## config.mk

```make
export PLATFORM = sky130hd
export DESIGN_NAME = dual_ratio_clk_div
export DESIGN_NICKNAME = d
export VERILOG_FILES = /design/src/rtl/dual_div_pkg.sv /design/src/rtl/div_freeze_capture.sv /design/src/rtl/div_half_stage.sv /design/src/rtl/div_sel_stage.sv /design/src/rtl/div_phase_mark.sv /design/src/rtl/dual_ratio_clk_div.sv
export SDC_FILE = /design/constraint.sdc
export NUM_CORES = 1
export LEC_CHECK = 0
export ABC_AREA = 0
export CAP_MARGIN = 20
export CORE_ASPECT_RATIO = 0.9
export CORE_MARGIN = 1.5
export CORE_UTILIZATION = 35
export CTS_BUF_LIST = sky130_fd_sc_hd__clkbuf_8 sky130_fd_sc_hd__clkbuf_16
export DETAILED_ROUTE_END_ITERATION = 16
export PLACE_DENSITY = 0.58
export RECOVER_POWER = 50
export SETUP_SLACK_MARGIN = 0.5
export SKIP_LAST_GASP = 1
export SLEW_MARGIN = 20
export SYNTH_ARGS = -nofsm -noshare
export SYNTH_HDL_FRONTEND = slang
export SYNTH_SLANG_ARGS = --single-unit
export TNS_END_PERCENT = 100
```

## constraint.sdc

```tcl
create_clock -name clk_i -period 6.4 [get_ports clk_i]
set_input_delay 1.28 -clock clk_i [delete_from_list [all_inputs] [get_ports clk_i]]
set_output_delay 1.28 -clock clk_i [all_outputs]
set_load 0.02 [all_outputs]
```

## src/rtl/dual_div_pkg.sv

```systemverilog
`timescale 1ns/1ps
package dual_div_pkg;

  typedef struct packed {
    logic tru;
    logic cmp;
  } clk_pair_t;

  function automatic int unsigned half_len(int unsigned n);
    return n / 2;
  endfunction

endpackage

```

## src/rtl/div_freeze_capture.sv

```systemverilog
`timescale 1ns/1ps
module div_freeze_capture (
  input  logic clk_i,
  input  logic rst_ni,
  input  logic freeze_i,
  output logic run_o
);

  logic frz_q;

  // falling-edge capture: freeze only applies after a full low phase
  always_ff @(negedge clk_i or negedge rst_ni) begin
    if (!rst_ni) frz_q <= 1'b0;
    else         frz_q <= freeze_i;
  end

  assign run_o = ~frz_q;

endmodule

```

## src/rtl/div_half_stage.sv

```systemverilog
`timescale 1ns/1ps
module div_half_stage
  import dual_div_pkg::*;
(
  input  logic      clk_i,
  input  logic      rst_ni,
  input  logic      run_i,
  output clk_pair_t pair_o,
  output logic      rise_o
);

  logic q_q;
  logic qn_q;

  always_ff @(posedge clk_i or negedge rst_ni) begin
    if (!rst_ni) begin
      q_q  <= 1'b0;
      qn_q <= 1'b1;
    end else if (run_i) begin
      q_q  <= ~q_q;
      qn_q <= q_q;
    end
  end

  assign rise_o     = run_i & ~q_q;
  assign pair_o.tru = q_q;
  assign pair_o.cmp = qn_q;

endmodule

```

## src/rtl/div_sel_stage.sv

```systemverilog
`timescale 1ns/1ps
module div_sel_stage
  import dual_div_pkg::*;
#(
  parameter int unsigned DIV_LO = 4,
  parameter int unsigned DIV_HI = 6
) (
  input  logic      clk_i,
  input  logic      rst_ni,
  input  logic      run_i,
  input  logic      sel_hi_i,
  output clk_pair_t pair_o,
  output logic      rise_o
);

  localparam int unsigned CNT_W = (DIV_HI > 2) ? $clog2(DIV_HI) : 1;
  localparam logic [CNT_W-1:0] LAST_LO = CNT_W'(DIV_LO - 1);
  localparam logic [CNT_W-1:0] LAST_HI = CNT_W'(DIV_HI - 1);
  localparam logic [CNT_W-1:0] HALF_LO = CNT_W'(half_len(DIV_LO));
  localparam logic [CNT_W-1:0] HALF_HI = CNT_W'(half_len(DIV_HI));

  logic [CNT_W-1:0] cnt_q, cnt_d, last_c, half_c;
  logic             hi_q, eff_hi;
  logic             q_q, qn_q, q_d;
  logic             at_start;

  assign at_start = (cnt_q == '0);

  generate
    if (DIV_LO == DIV_HI) begin : g_fixed
      assign eff_hi = 1'b0;
    end else begin : g_sel
      // ratio is only reloaded at the start of a period
      assign eff_hi = at_start ? sel_hi_i : hi_q;
    end
  endgenerate

  assign last_c = eff_hi ? LAST_HI : LAST_LO;
  assign half_c = eff_hi ? HALF_HI : HALF_LO;
  assign cnt_d  = (cnt_q == last_c) ? '0 : cnt_q + 1'b1;
  assign q_d    = (cnt_d != '0) && (cnt_d <= half_c);

  always_ff @(posedge clk_i or negedge rst_ni) begin
    if (!rst_ni) begin
      cnt_q <= '0;
      hi_q  <= 1'b0;
      q_q   <= 1'b0;
      qn_q  <= 1'b1;
    end else if (run_i) begin
      cnt_q <= cnt_d;
      hi_q  <= eff_hi;
      q_q   <= q_d;
      qn_q  <= ~q_d;
    end
  end

  assign rise_o     = run_i & at_start;
  assign pair_o.tru = q_q;
  assign pair_o.cmp = qn_q;

endmodule

```

## src/rtl/div_phase_mark.sv

```systemverilog
`timescale 1ns/1ps
module div_phase_mark (
  input  logic clk_i,
  input  logic rst_ni,
  input  logic rise_a_i,
  input  logic rise_b_i,
  output logic mark_o
);

  logic mark_q;

  // rise inputs already carry the run qualifier, so freeze clears the mark
  always_ff @(posedge clk_i or negedge rst_ni) begin
    if (!rst_ni) mark_q <= 1'b0;
    else         mark_q <= rise_a_i & rise_b_i;
  end

  assign mark_o = mark_q;

endmodule

```

## src/rtl/dual_ratio_clk_div.sv

```systemverilog
`timescale 1ns/1ps
module dual_ratio_clk_div
  import dual_div_pkg::*;
#(
  parameter int unsigned DIV_LO = 4,
  parameter int unsigned DIV_HI = 6
) (
  input  logic clk_i,
  input  logic rst_ni,
  input  logic freeze_i,
  input  logic ratio_sel_i,
  output logic div2_o,
  output logic div2_n_o,
  output logic divb_o,
  output logic divb_n_o,
  output logic phase_o
);

  logic      run;
  logic      rise_a, rise_b;
  clk_pair_t pair_a, pair_b;

  div_freeze_capture u_frz (
    .clk_i    (clk_i),
    .rst_ni   (rst_ni),
    .freeze_i (freeze_i),
    .run_o    (run)
  );

  div_half_stage u_div_a (
    .clk_i  (clk_i),
    .rst_ni (rst_ni),
    .run_i  (run),
    .pair_o (pair_a),
    .rise_o (rise_a)
  );

  div_sel_stage #(
    .DIV_LO (DIV_LO),
    .DIV_HI (DIV_HI)
  ) u_div_b (
    .clk_i    (clk_i),
    .rst_ni   (rst_ni),
    .run_i    (run),
    .sel_hi_i (ratio_sel_i),
    .pair_o   (pair_b),
    .rise_o   (rise_b)
  );

  div_phase_mark u_phase (
    .clk_i    (clk_i),
    .rst_ni   (rst_ni),
    .rise_a_i (rise_a),
    .rise_b_i (rise_b),
    .mark_o   (phase_o)
  );

  assign div2_o   = pair_a.tru;
  assign div2_n_o = pair_a.cmp;
  assign divb_o   = pair_b.tru;
  assign divb_n_o = pair_b.cmp;

endmodule

```

==> results.toml, run 1 <==
[power]
internal_power_w = 0.0002298
power_frac_seq_pct = 35.0
p_leak_nw = 0.2869
switching_share_pct = 36.27
p_sw_w = 0.0001308
clock_power_share_pct = 21.9
p_comb_share_pct = 43.1
peakVddDrop_mv = 0.2793
powerDensity_mw_per_mm2 = 552.1

[drt]
num_vias = 362
ant_nets = 0
wl_mm = 1.096
firstDrtPassIters = 3
dr.first_iter.drc_count = 3
drc = 0
wl_per_cell_um = 16.36
avgViaCountPerCell = 5.403

[yosys]
yosys.area_share.simple_pct = 15.27
synth_area_leaders = "dfrtp_1, dfstp_2, ha_1"
synth.distinct_cells = 23
synthMuxAreaShare_pct = 9.606
synth_compound_area_share_pct = 9.113
ys_async_sr_fraction_pct = 100.0
synth_adder_area_share_pct = 7.389
synth-xor-area-share_pct = 5.172
yosys-top-cells-count = "dfrtp_1, ha_1, inv_1, mux2_2"
synth_edf_count = 0
synth_top_family_by_area = "simple AND/OR/NAND/NOR gates"
syn-cell-area_um2 = 508.0
ys.flop_type = "dfrtp_1"
synth-seq-cells = 10
syn_nets = 50
synth-seq-area-share_pct = 49.75
ys_warn_count = 0
netlist_instances = 43
netlist.area_leader.share_pct = 34.48
yosysTopAreaCell = "dfrtp_1"
synthMostInstantiatedCell = "dfrtp_1"
avgSynthCellArea_um2 = 11.81

[global_route]
grt_usage_pct = 15.87
grt_overflow = 0
grt_pass1_wl_mm = 1.835
antenna_found_initial = 0
grt_pass1_vias = 412
grt_max_degree = 12

[finish]
fill_cells = 119
nNetsFinal = 61
fin_util_pct = 50.58
area_growth_pct = 28.57
drive_gt1_share_pct = 22.64
antenna_cells = 0

[clocking]
cts_max_path_buffers = 2
cts_inserted_buffers = 3
cts.sinks = 10
holdBufCountCts = 0
postCtsResizedCells = 0
cts_tree = "yes"
path_clk_slew_ns = 0.05
post_cts_buffers = 0
htreeDepth = 1
clock_latency_ns = 0.25
cts-root-buf = "clkbuf_8"

[die]
num_io_pins = 9
die_x_um = 43.16
die_y_um = 39.14
dieArea_mm2 = 0.001689
start_util_pct = 39.34
core-area_mm2 = 0.001291
rows = 12

[setup_path]
crit_buf_inv = 1
crit_type = "in -> async"
path_delay_family = "buffers and inverters"
max_stage_delay_ns = 0.83
crit_fanout = 10
worstSetupEndpointType = "async pin"
cp_cell_sequence = "dlygate4sd3_1"
cp.arrival_ns = 2.12
crit_required_ns = 3.65
startpoint_type = "primary input"
cp_slowest_cell = "dlygate4sd3_1"

[run]
maxCapViolCount = 0

[timing]
final-setup-viol-count = 0
final_max_slew_viol_count = 0
hold_violations = 0
slew_headroom_pct = 68.08
fin_tns_setup_ns = 0
clock_skew_ns = 0.02018
rsz0062_at_grt = "no"
worstMarginPinSlew_ns = 0.4772

[placed_design]
port_buffers = 8
gp_congestion = 0.6874

[worst_hold_path]
min_path_type = "reg -> reg"

[run_status]
status = "completed"
area by class of cell:
class | count | area (um2) | area share, %
flip-flops and latches | 10 | 252.7 | 38.70
clock buffers | 4 | 55.05 | 8.429
inverters | 3 | 11.26 | 1.724
multi-input cells | 28 | 236.5 | 36.21
repair buffers | 8 | 80.08 | 12.26
well taps | 14 | 17.52 | 2.682
metrics by stage:
step | power (W) | setup WS (ns) | hold slack, ns | cell area, um2 | cells
floorplan | 0.0002282 | 1.776 | 0.5211 | 508.0 | 43
global placement | 0.0002728 | 1.366 | 0.5005 | 598.1 | 63
detailed placement | 0.0002852 | 1.313 | 0.5068 | 598.1 | 63
CTS | 0.0003667 | 1.590 | 0.5183 | 653.1 | 67
global route | 0.0003837 | 1.453 | 0.5490 | 653.1 | 67
finish | 0.0003606 | 1.533 | 0.5083 | 653.1 | 67
flip-flops by register name, indices dropped and copies added, names as in the netlist:
signal          cells
u_div_b.hi_q        1
u_frz.frz_q         1
u_div_b.qn_q        1
u_div_b.cnt_q       3
u_div_a.qn_q        1
u_div_a.q_q         1
u_phase.mark_o      1
u_div_b.q_q         1
layout by cell type, fill, tap and decap left out:
cell type	instances
or3_1	2
a32o_1	1
xnor2_1	2
nand2_1	2
inv_1	3
dfrtn_1	1
nor2b_2	1
dlygate4sd3_1	4
or4_1	1
ha_1	3
o21ai_0	2
xor2_1	1
and3b_1	1
o211ai_1	2
o221a_2	1
clkbuf_8	4
nor4b_1	1
mux2_2	3
nand4b_1	1
clkdlybuf4s50_1	4
nor2_1	2
mux2_4	1
dfstp_2	2
nand3b_1	1
dfrtp_1	7
power groups by stage:
stage / combinational (W) / clock (W) / sequential, W
after CTS: 0.000160 / 0.0000805 / 0.000126
after global placement: 0.000148 / 0 / 0.000124
after global routing: 0.000169 / 0.0000838 / 0.000131
final: 0.000155 / 0.0000788 / 0.000126
after detailed placement: 0.000159 / 0 / 0.000127
after floorplan: 0.0000935 / 0 / 0.000135
worst paths after layout:
check                            startpoint        endpoint  cells after the start  slack, ns
min in group asynchronous            rst_ni     u_div_b.q_q                      1       1.44
worst max-delay path                 rst_ni     u_frz.frz_q                      1       1.53
worst min-delay path            u_div_a.q_q  u_phase.mark_o                      1       0.51
max in group clk_i                 freeze_i     u_frz.frz_q                      1       1.61
worst min register to register  u_div_a.q_q  u_phase.mark_o                      1       0.51
worst max register to register  u_frz.frz_q    u_div_b.qn_q                      2       1.94
logic make-up after synthesis:
family                     after synthesis
xor gates and xnor gates                 3
adders and majority gates                3
muxes                                    4
DFF                                     10
buffers and inverters                    5
and+or+nand+nor                         12
AOI/OAI and AO/OA                        6
layer usage:
layer	share of wire [%]	vias to the layer above	GRT usage, %
met1	42	179	17.71
met4	0	0	4.545
met3	5.2	0	7.009
li1	-	173	-
met5	0	-	0
met2	53	10	27.61
Note: power is estimated with default switching activity, not from simulation.
==> run 2, diff against run 1 <==
Settings changed: PLACE_DENSITY 0.58 to 0.6.
Clock period 6.4 ns to 4.3 ns, I/O delays scaled along.
==> results.toml, run 2 (synthesized netlist as in run 1, its figures left out) <==
[run_status]
status = "completed"

[die]
dieArea_mm2 = 0.001689
rows = 12
core-area_mm2 = 0.001291
die_y_um = 39.14
die_x_um = 43.16
num_io_pins = 9
start_util_pct = 39.34

[finish]
nNetsFinal = 62
final_cell_mix = "dfrtp_1, clkbuf_8, clkdlybuf4s50_1, dlygate4sd3_1"
area_growth_pct = 29.31
antenna_cells = 0
largest_reg_flops = 3
layout_commonest_cell = "dfrtp_1"
drive_gt1_share_pct = 22.22
largest_register = "u_div_b.cnt_q"

[clocking]
cts.sinks = 10
cts_inserted_buffers = 3
path_clk_slew_ns = 0.04
cts_max_path_buffers = 2
clock_latency_ns = 0.25
cts_tree = "yes"
postCtsResizedCells = 0
post_cts_buffers = 0
holdBufCountCts = 0
htreeDepth = 1
cts-root-buf = "clkbuf_8"

[drt]
wl_per_cell_um = 13.56
firstDrtPassIters = 3
dr.first_iter.drc_count = 10
wl_um = 922
drc = 0
num_vias = 359
avgViaCountPerCell = 5.279
ant_nets = 0

[timing]
holdWs_ns = 0.5201
setup_ws_ns = 0.7741
fin_tns_setup_ns = 0
hold_violations = 0
slew_headroom_pct = 63.95
rsz0062_at_grt = "no"
clock_skew_ns = 0.02225
final-setup-viol-count = 0
worstMarginPinSlew_ns = 0.5408
final_max_slew_viol_count = 0

[setup_path]
startpoint_type = "primary input"
max_stage_delay_ns = 0.52
cp_slowest_cell = "dlygate4sd3_1"
cp_cell_sequence = "dlygate4sd3_1 > clkbuf_1"
path_delay_family = "buffers and inverters"
crit_fanout = 10
worstSetupEndpointType = "async pin"
cp.arrival_ns = 1.81
crit_type = "in -> async"
crit_buf_inv = 2
crit_required_ns = 2.58

[global_route]
use_met3_pct = 4.673
grt_pass1_vias = 391
top_usage_layer = "met2"
grt_overflow = 0
antenna_found_initial = 0
use_met2_pct = 20.90
grt_max_degree = 12
grt_usage_pct = 13.82
grt_pass1_wl_mm = 1.614
use_met1_pct = 15.34

[placed_design]
port_buffers = 8
gp_congestion = 0.7229
hpwlAfterDp_um = 701.9
place_ws_ns = 0.7322

[power]
peakVddDrop_mv = 0.4021
powerDensity_mw_per_mm2 = 791.4
p_leak_nw = 0.2881

[run]
maxCapViolCount = 0

[worst_hold_path]
min_path_type = "reg -> reg"
## run 2: final timing paths
path / slack, ns / cells past startpoint / startpoint / end
hold reg to reg: 0.52 / 1 / u_div_a.q_q / u_phase.mark_o
hold / removal: 0.52 / 1 / u_div_a.q_q / u_phase.mark_o
max in group clk_i: 0.88 / 2 / u_frz.frz_q / u_div_b.qn_q
setup / recovery: 0.77 / 2 / rst_ni / u_frz.frz_q
setup reg to reg: 0.88 / 2 / u_frz.frz_q / u_div_b.qn_q
min in group asynchronous: 1.12 / 2 / rst_ni / u_div_b.cnt_q[0]
## run 2: power breakdown
group	switching (W)	internal, W	total [W]	leakage [nW]
clock network	0.0000330	0.0000801	0.000113	0.0288
registers	0.0000472	0.000140	0.000187	0.119
logic	0.0000986	0.000121	0.000220	0.140
## run 2: layout make-up
class                   count  area [um2]
fillers                   117       634.4
flip-flops and latches     10       252.7
inverters                   3       11.26
well taps                  14       17.52
clock buffers               4       55.05
multi-input cells          28       236.5
repair buffers              9       83.83
## run 2: stage by stage
stage | total power, W | cell area (um2) | cells | utilization, %
floorplan | 0.0003397 | 508.0 | 43 | -
global placement | 0.0004035 | 605.6 | 64 | 46.90
detailed placement | 0.0004140 | 605.6 | 64 | 46.90
CTS | 0.0005328 | 660.6 | 68 | 51.16
global route | 0.0005631 | 656.9 | 68 | 50.87
finish | 0.0005199 | 656.9 | 68 | 50.87
## run 2: layer usage
metal | vias to the layer above | wire length [um] | part of all wire (%)
met3 | 0 | 41 | 4.4
li1 | 177 | - | -
met4 | 0 | 0 | 0
met5 | - | 0 | 0
met1 | 176 | 440 | 48
met2 | 6 | 439 | 48
